===== src/rtl/wdog_pkg.sv =====
package wdog_pkg;
   localparam int OFS_PERIOD = 'h000;
   localparam int OFS_COUNT  = 'h004;
   localparam int OFS_CTRL   = 'h008;
   localparam int OFS_CLEAR  = 'h00C;
   localparam int OFS_STATUS = 'h014;
   localparam int OFS_KEY    = 'hC00;
   localparam int CTRL_W     = 2;
   localparam int CTRL_RSTEN = 0;
   localparam int CTRL_RUN   = 1;
endpackage


===== src/rtl/wdog_regs.sv =====
module wdog_regs
   import wdog_pkg::*;
#(
   parameter int              ADDR_W = 12,
   parameter int              DATA_W = 32,
   parameter int              CNT_W  = 32,
   parameter logic [DATA_W-1:0] KEY  = 32'h1ACCE551
) (
   input  logic              clk,
   input  logic              rst_n,
   input  logic [ADDR_W-1:0] bus_addr,
   input  logic              bus_we,
   input  logic [DATA_W-1:0] bus_wdata,
   output logic [DATA_W-1:0] bus_rdata,
   input  logic [CNT_W-1:0]  cnt_i,
   input  logic              pend_i,
   output logic [CNT_W-1:0]  period_o,
   output logic [CTRL_W-1:0] ctrl_o,
   output logic              clear_o,
   output logic              locked_o
);
   logic sel_period, sel_count, sel_ctrl, sel_clear, sel_status, sel_key;
   logic wr_ok;
   logic [DATA_W-1:0] cnt_ext, period_ext;

   assign sel_period = (bus_addr == ADDR_W'(OFS_PERIOD));
   assign sel_count  = (bus_addr == ADDR_W'(OFS_COUNT));
   assign sel_ctrl   = (bus_addr == ADDR_W'(OFS_CTRL));
   assign sel_clear  = (bus_addr == ADDR_W'(OFS_CLEAR));
   assign sel_status = (bus_addr == ADDR_W'(OFS_STATUS));
   assign sel_key    = (bus_addr == ADDR_W'(OFS_KEY));
   assign wr_ok      = bus_we & ~locked_o;
   assign clear_o    = wr_ok & sel_clear;

   always_ff @(posedge clk or negedge rst_n) begin
      if (!rst_n) begin
         locked_o <= 1'b1;
         period_o <= '1;
         ctrl_o   <= '0;
      end else begin
         if (bus_we && sel_key)
            locked_o <= (bus_wdata != KEY);
         if (wr_ok && sel_period)
            period_o <= bus_wdata[CNT_W-1:0];
         if (wr_ok && sel_ctrl)
            ctrl_o <= bus_wdata[CTRL_W-1:0];
      end
   end

   generate
      if (CNT_W == DATA_W) begin : g_full
         assign cnt_ext    = cnt_i;
         assign period_ext = period_o;
      end else begin : g_pad
         assign cnt_ext    = {{(DATA_W-CNT_W){1'b0}}, cnt_i};
         assign period_ext = {{(DATA_W-CNT_W){1'b0}}, period_o};
      end
   endgenerate

   always_comb begin
      bus_rdata = '0;
      if (sel_period)      bus_rdata = period_ext;
      else if (sel_count)  bus_rdata = cnt_ext;
      else if (sel_ctrl)   bus_rdata = DATA_W'(ctrl_o);
      else if (sel_status) bus_rdata = DATA_W'(pend_i);
      else if (sel_key)    bus_rdata = DATA_W'(locked_o);
   end
endmodule


===== src/rtl/wdog_counter.sv =====
module wdog_counter #(
   parameter int CNT_W = 32
) (
   input  logic             clk,
   input  logic             rst_n,
   input  logic             run_i,
   input  logic             reload_i,
   input  logic [CNT_W-1:0] period_i,
   output logic [CNT_W-1:0] cnt_o,
   output logic             expire_o
);
   logic at_zero;
   assign at_zero  = (cnt_o == '0);
   assign expire_o = run_i & at_zero & ~reload_i;

   always_ff @(posedge clk or negedge rst_n) begin
      if (!rst_n)
         cnt_o <= '1;
      else if (reload_i)
         cnt_o <= period_i;
      else if (run_i) begin
         if (at_zero) cnt_o <= period_i;
         else         cnt_o <= cnt_o - CNT_W'(1);
      end
   end
endmodule


===== src/rtl/wdog_stage.sv =====
module wdog_stage (
   input  logic clk,
   input  logic rst_n,
   input  logic expire_i,
   input  logic clear_i,
   input  logic rst_en_i,
   input  logic run_i,
   output logic pend_o,
   output logic irq_o,
   output logic sys_rst_o
);
   always_ff @(posedge clk or negedge rst_n) begin
      if (!rst_n) begin
         pend_o    <= 1'b0;
         sys_rst_o <= 1'b0;
      end else begin
         if (clear_i)       pend_o <= 1'b0;
         else if (expire_i) pend_o <= 1'b1;
         if (expire_i && pend_o && rst_en_i)
            sys_rst_o <= 1'b1;
      end
   end
   assign irq_o = pend_o & run_i;
endmodule


===== src/rtl/wdog_lockable.sv =====
module wdog_lockable
   import wdog_pkg::*;
#(
   parameter int              ADDR_W = 12,
   parameter int              DATA_W = 32,
   parameter int              CNT_W  = 32,
   parameter logic [DATA_W-1:0] KEY  = 32'h1ACCE551
) (
   input  logic              clk,
   input  logic              rst_n,
   input  logic [ADDR_W-1:0] bus_addr,
   input  logic              bus_we,
   input  logic [DATA_W-1:0] bus_wdata,
   output logic [DATA_W-1:0] bus_rdata,
   output logic              irq_o,
   output logic              sys_rst_o
);
   generate
      if (CNT_W > DATA_W || CNT_W < 2) begin : g_bad_cnt
         $error("wdog_lockable: CNT_W must be 2..DATA_W");
      end
      if (ADDR_W < 12) begin : g_bad_addr
         $error("wdog_lockable: ADDR_W must reach offset 0xC00");
      end
      if (DATA_W < CTRL_W) begin : g_bad_data
         $error("wdog_lockable: DATA_W too narrow for control");
      end
   endgenerate

   logic [CNT_W-1:0]  period_val, cnt;
   logic [CTRL_W-1:0] ctrl;
   logic              clear_pulse, locked, expire, pend;

   wdog_regs #(.ADDR_W(ADDR_W), .DATA_W(DATA_W), .CNT_W(CNT_W), .KEY(KEY)) u_regs (
      .clk(clk), .rst_n(rst_n), .bus_addr(bus_addr), .bus_we(bus_we),
      .bus_wdata(bus_wdata), .bus_rdata(bus_rdata), .cnt_i(cnt), .pend_i(pend),
      .period_o(period_val), .ctrl_o(ctrl), .clear_o(clear_pulse), .locked_o(locked)
   );

   wdog_counter #(.CNT_W(CNT_W)) u_cnt (
      .clk(clk), .rst_n(rst_n), .run_i(ctrl[CTRL_RUN]), .reload_i(clear_pulse),
      .period_i(period_val), .cnt_o(cnt), .expire_o(expire)
   );

   wdog_stage u_stage (
      .clk(clk), .rst_n(rst_n), .expire_i(expire), .clear_i(clear_pulse),
      .rst_en_i(ctrl[CTRL_RSTEN]), .run_i(ctrl[CTRL_RUN]), .pend_o(pend),
      .irq_o(irq_o), .sys_rst_o(sys_rst_o)
   );
endmodule


===== config.mk =====
export PLATFORM = sky130hd
export DESIGN_NAME = wdog_lockable
export DESIGN_NICKNAME = d
export VERILOG_FILES = /design/src/rtl/wdog_pkg.sv /design/src/rtl/wdog_regs.sv /design/src/rtl/wdog_counter.sv /design/src/rtl/wdog_stage.sv /design/src/rtl/wdog_lockable.sv
export SDC_FILE = /design/constraint.sdc
export NUM_CORES = 1
export LEC_CHECK = 0
export ABC_CLOCK_PERIOD_IN_PS = 2500
export BUFFER_PORTS_ARGS = -buffer_cell sky130_fd_sc_hd__clkbuf_2
export CORE_MARGIN = 1.5
export CORE_UTILIZATION = 45
export DETAILED_ROUTE_END_ITERATION = 12
export PLACE_DENSITY = 0.69
export SLEW_MARGIN = 15
export SYNTH_ARGS = -nofsm -noshare
export SYNTH_HDL_FRONTEND = slang
export SYNTH_HIERARCHICAL = 1
export SYNTH_SLANG_ARGS = --single-unit

===== constraint.sdc =====
create_clock -name clk -period 2.5 [get_ports clk]
set_input_delay 0.25 -clock clk [delete_from_list [all_inputs] [get_ports clk]]
set_output_delay 0.25 -clock clk [all_outputs]
set_load 0.03 [all_outputs]

==> impl_metrics.csv <==
group,metric,value,unit
power,leakagePower,2.38,nW
synth,synth_top_flop_cell,"dfstp_2",
synth,synth_top_area_share,38.1,%
finish,drive_gt1_share,46.7,%
finish,fillers,906,
clocking,cts_buffer_depth,2,
synth,avgSynthCellArea,9.86,sq um
finish,fin_nets,609,
drt,viasPerCell,6.21,
synth,synth_cells,455,
setup_path,ff2ff_setup_slack,90,ps
setup_path,end_kind,"register",
sta,worstMarginPinSlew,797,ps
clocking,ctsHtreeMaxLevel,3,
placement,place_area,0.00530,sq mm
min_path,hold_depth,2,
finish,syn2layout_area_growth,22.8,%
run_status,status,"finished, final reports clean",
synth,syn_nets,504,
synth,synthTopCellsByArea,"dfstp_2 38%, mux2_2 8.5%, a22o_1 6.1%, nor2_1 3.7%, nand3_1 2.6%",
sta,setup_viol,0,
sta,whs,133,ps
global_route,grt-ovfl-total,0,
setup_path,rr_worst_depth,6,
power,p_seq_share,52.6,%
synth,synth-async-reset-ratio,100,%
setup_path,rr_endpoint,"u_cnt/cnt_o[30]$_DFFE_PN1P_",
placement,place_congestion,0.893,
power,combPwrFrac,5.1,%
clocking,clkTransAtPathRegs,80,ps
sta,min_period,2410,ps
placement,portBuffers,80,
floorplan,die_h,103,um
synth,netlist.top_cell.by_area,"dfstp_2",
power,ir_drop,0.000227,V
setup_path,cp.required,2790,ps
power,finalPower,2.16,mW
setup_path,cp_max_fo,7,
min_path,holdCritPathClass,"input pin to register",
drt,first_pass_iters,5,
sta,skew,7.76,ps
global_route,grt_max_degree,37,
clocking,cts_buffers,9,
floorplan,core_area,0.00973,sq mm
synth,synth_edf_count,0,
drt,drt_wl_total,13800,um
floorplan,start_util,46.1,%
sta,rsz0062_at_grt,"false",
sta,max_freq,0.416,GHz
finish,final_cell_mix,"79 x clkbuf_2, 65 x dfstp_2, 42 x nor2_1",
sta,hold_violations,0,
power,p_int,1.66,mW
clocking,cts_tree,"done",
min_path,min_to,"u_regs/period_o[25]$_DFFE_PN1P_",
placement,placed_cells,682,
setup_path,startpoint_type,"register",
drt,ant_nets,0,
clocking,cts_root_buf,"clkbuf_8",
setup_path,rr_startpoint,"u_cnt/cnt_o[26]$_DFFE_PN1P_",
drt,first_iter_violations,306,
clocking,clk_latency,360,ps
setup_path,cp_data_arrival_time,2690,ps
sta,relSlewSlack,46.8,%
drt,routedWlPerCell,19.8,um
floorplan,io-pin-count,81,
synth,synth-seq-area-share,40.3,%
sta,slew_viol_final,0,
global_route,grt_util_all_layers,27.7,%
clocking,postCtsSetupBuffers,0,
global_route,grt_pass1_vias,4149,
setup_path,worstSetupPathType,"register to register",
power,power_frac_clock,42.3,%
finish,mostFrequentLayoutCell,"clkbuf_2",
power,switching_power,0.498,mW
drt,vias,4334,
synth,synth_cell_types,71,
synth,synth-seq-cells,69,
finish,fin_area,0.00551,sq mm
clocking,cts-hold-fix-buffers,0,
synth,synth-warning-count,6,
power,swShare,23.0,%
sta,post-route-period-util,96.2,%
floorplan,die-area,0.0106,sq mm
job,drv_cap,0,
finish,n_antenna_cell,0,
min_path,min_from,"bus_wdata[25]",
global_route,grt_pass1_wl,22100,um
power,power.density,392,mW/mm^2
clocking,clock_sinks,69,
global_route,antenna_found_initial,0,
placement,hpwlAfterDp,9860,um
floorplan,die_w,103,um
finish,instances_no_fill,698,
floorplan,rows,36,
drt,drcViolationCount,0,
synth,syn_area,0.00449,sq mm
-- cell usage after synthesis, drive strengths merged (3+ instances only) --
cell type,n
o31ai,3
and2,4
nand2,26
nand3,24
or4,5
o211ai,3
nor3b,3
nor2,44
a41oi,4
and4,3
a221oi,3
or3,8
o21ai,12
inv,11
and4b,4
dfstp,65
a221o,5
a21oi,12
nor3,24
buf,12
dfrtp,4
and3,4
a311oi,3
o211a,4
o2111a,3
a22o,31
nor4,17
nand4,8
a31oi,5
mux2i,3
mux2,35
nor4b,3
nor4bb,4
a311o,3
clkbuf,16
nand2b,4
a211o,8
nand3b,3
-- registers in the layout, summed over array words and instances, names as in the netlist --
name and count:
u_regs/period_o 32, u_regs/locked_o 1, u_regs/ctrl_o 2, u_stage/sys_rst_o 1, u_cnt/cnt_o 32, u_stage/pend_o 1
-- repair_timing --
action	4_1_cts	5_1_grt
pin swaps	0	0
gates resized for setup	2	1
endpoints found under the setup margin	3	2
-- worst max-delay path by stage --
stage	startpoint	end	slack (ps)	depth (start not counted)
6_report	u_cnt/cnt_o[26]$_DFFE_PN1P_	u_cnt/cnt_o[30]$_DFFE_PN1P_	90	6
5_1_grt	u_cnt/cnt_o[26]$_DFFE_PN1P_	u_cnt/cnt_o[27]$_DFFE_PN1P_	40	6
3_3_place_gp	u_cnt/cnt_o[26]$_DFFE_PN1P_	u_cnt/cnt_o[30]$_DFFE_PN1P_	3	6
4_1_cts	u_cnt/cnt_o[26]$_DFFE_PN1P_	u_cnt/cnt_o[30]$_DFFE_PN1P_	90	6
3_5_place_dp	u_cnt/cnt_o[26]$_DFFE_PN1P_	u_cnt/cnt_o[30]$_DFFE_PN1P_	-50	6
2_1_floorplan	u_cnt/cnt_o[26]$_DFFE_PN1P_	u_cnt/cnt_o[27]$_DFFE_PN1P_	80	7
-- through the flow --
stage | setup slack [ps] | setup TNS (ps) | utilization (%)
finish | 94.9 | 0 | 56.6
global route | 41.0 | 0 | 56.6
CTS | 89.1 | 0 | 56.5
detailed placement | -51.5 | -91.0 | 54.4
global placement | 2.55 | 0 | 54.4
floorplan | 77.4 | 0 | -
-- cells by family (layout without fill, tap and decap cells) --
logic type      after synthesis  after routing  share of synthesized area, %
mux                          38             38                          9.46
fa+ha+maj                     2              2                         0.558
flops                        69             69                          40.3
buf+inv                      39            149                          4.16
simple gates                193            193                          24.5
compound gates              114            114                          21.0
-- worst max-delay path: stages, from the launching register on --
cell     delay, ps
dfstp_2        370
or4_4          540
or4_4          500
nor4_4         330
buf_4          210
nor2_1          70
a221o_1        320
-- cell type report --
type / instances / area [sq um] / area share (%)
Multi-Input combinational cell: 347 / 2520 / 45.8
Sequential cell: 69 / 1810 / 32.8
Timing Repair Buffer: 122 / 778 / 14.1
Tap cell: 133 / 166 / 3.02
Clock buffer: 12 / 145 / 2.64
Clock inverter: 4 / 47.5 / 0.863
Inverter: 11 / 41.3 / 0.750
-- layer usage --
metal  global-route usage, %  vias to the layer above  routed length (um)
li1                        -                     1984                   -
met3                    5.76                       22                 911
met4                    9.25                        0                 303
met5                       0                        -                   0
met1                    38.3                     2134                6170
met2                    43.7                      194                6420
-- power by group through the flow --
| stage | logic (mW) | registers [mW] | clock network, mW |
|---|---|---|---|
| 2_1_floorplan | 0.0330 | 1.15 | 0 |
| 3_3_place_gp | 0.108 | 1.15 | 0 |
| 3_5_place_dp | 0.112 | 1.15 | 0 |
| 4_1_cts | 0.112 | 1.14 | 0.935 |
| 5_1_grt | 0.124 | 1.14 | 0.993 |
| 6_report | 0.110 | 1.14 | 0.914 |
Power figures use the tool's default switching activity.
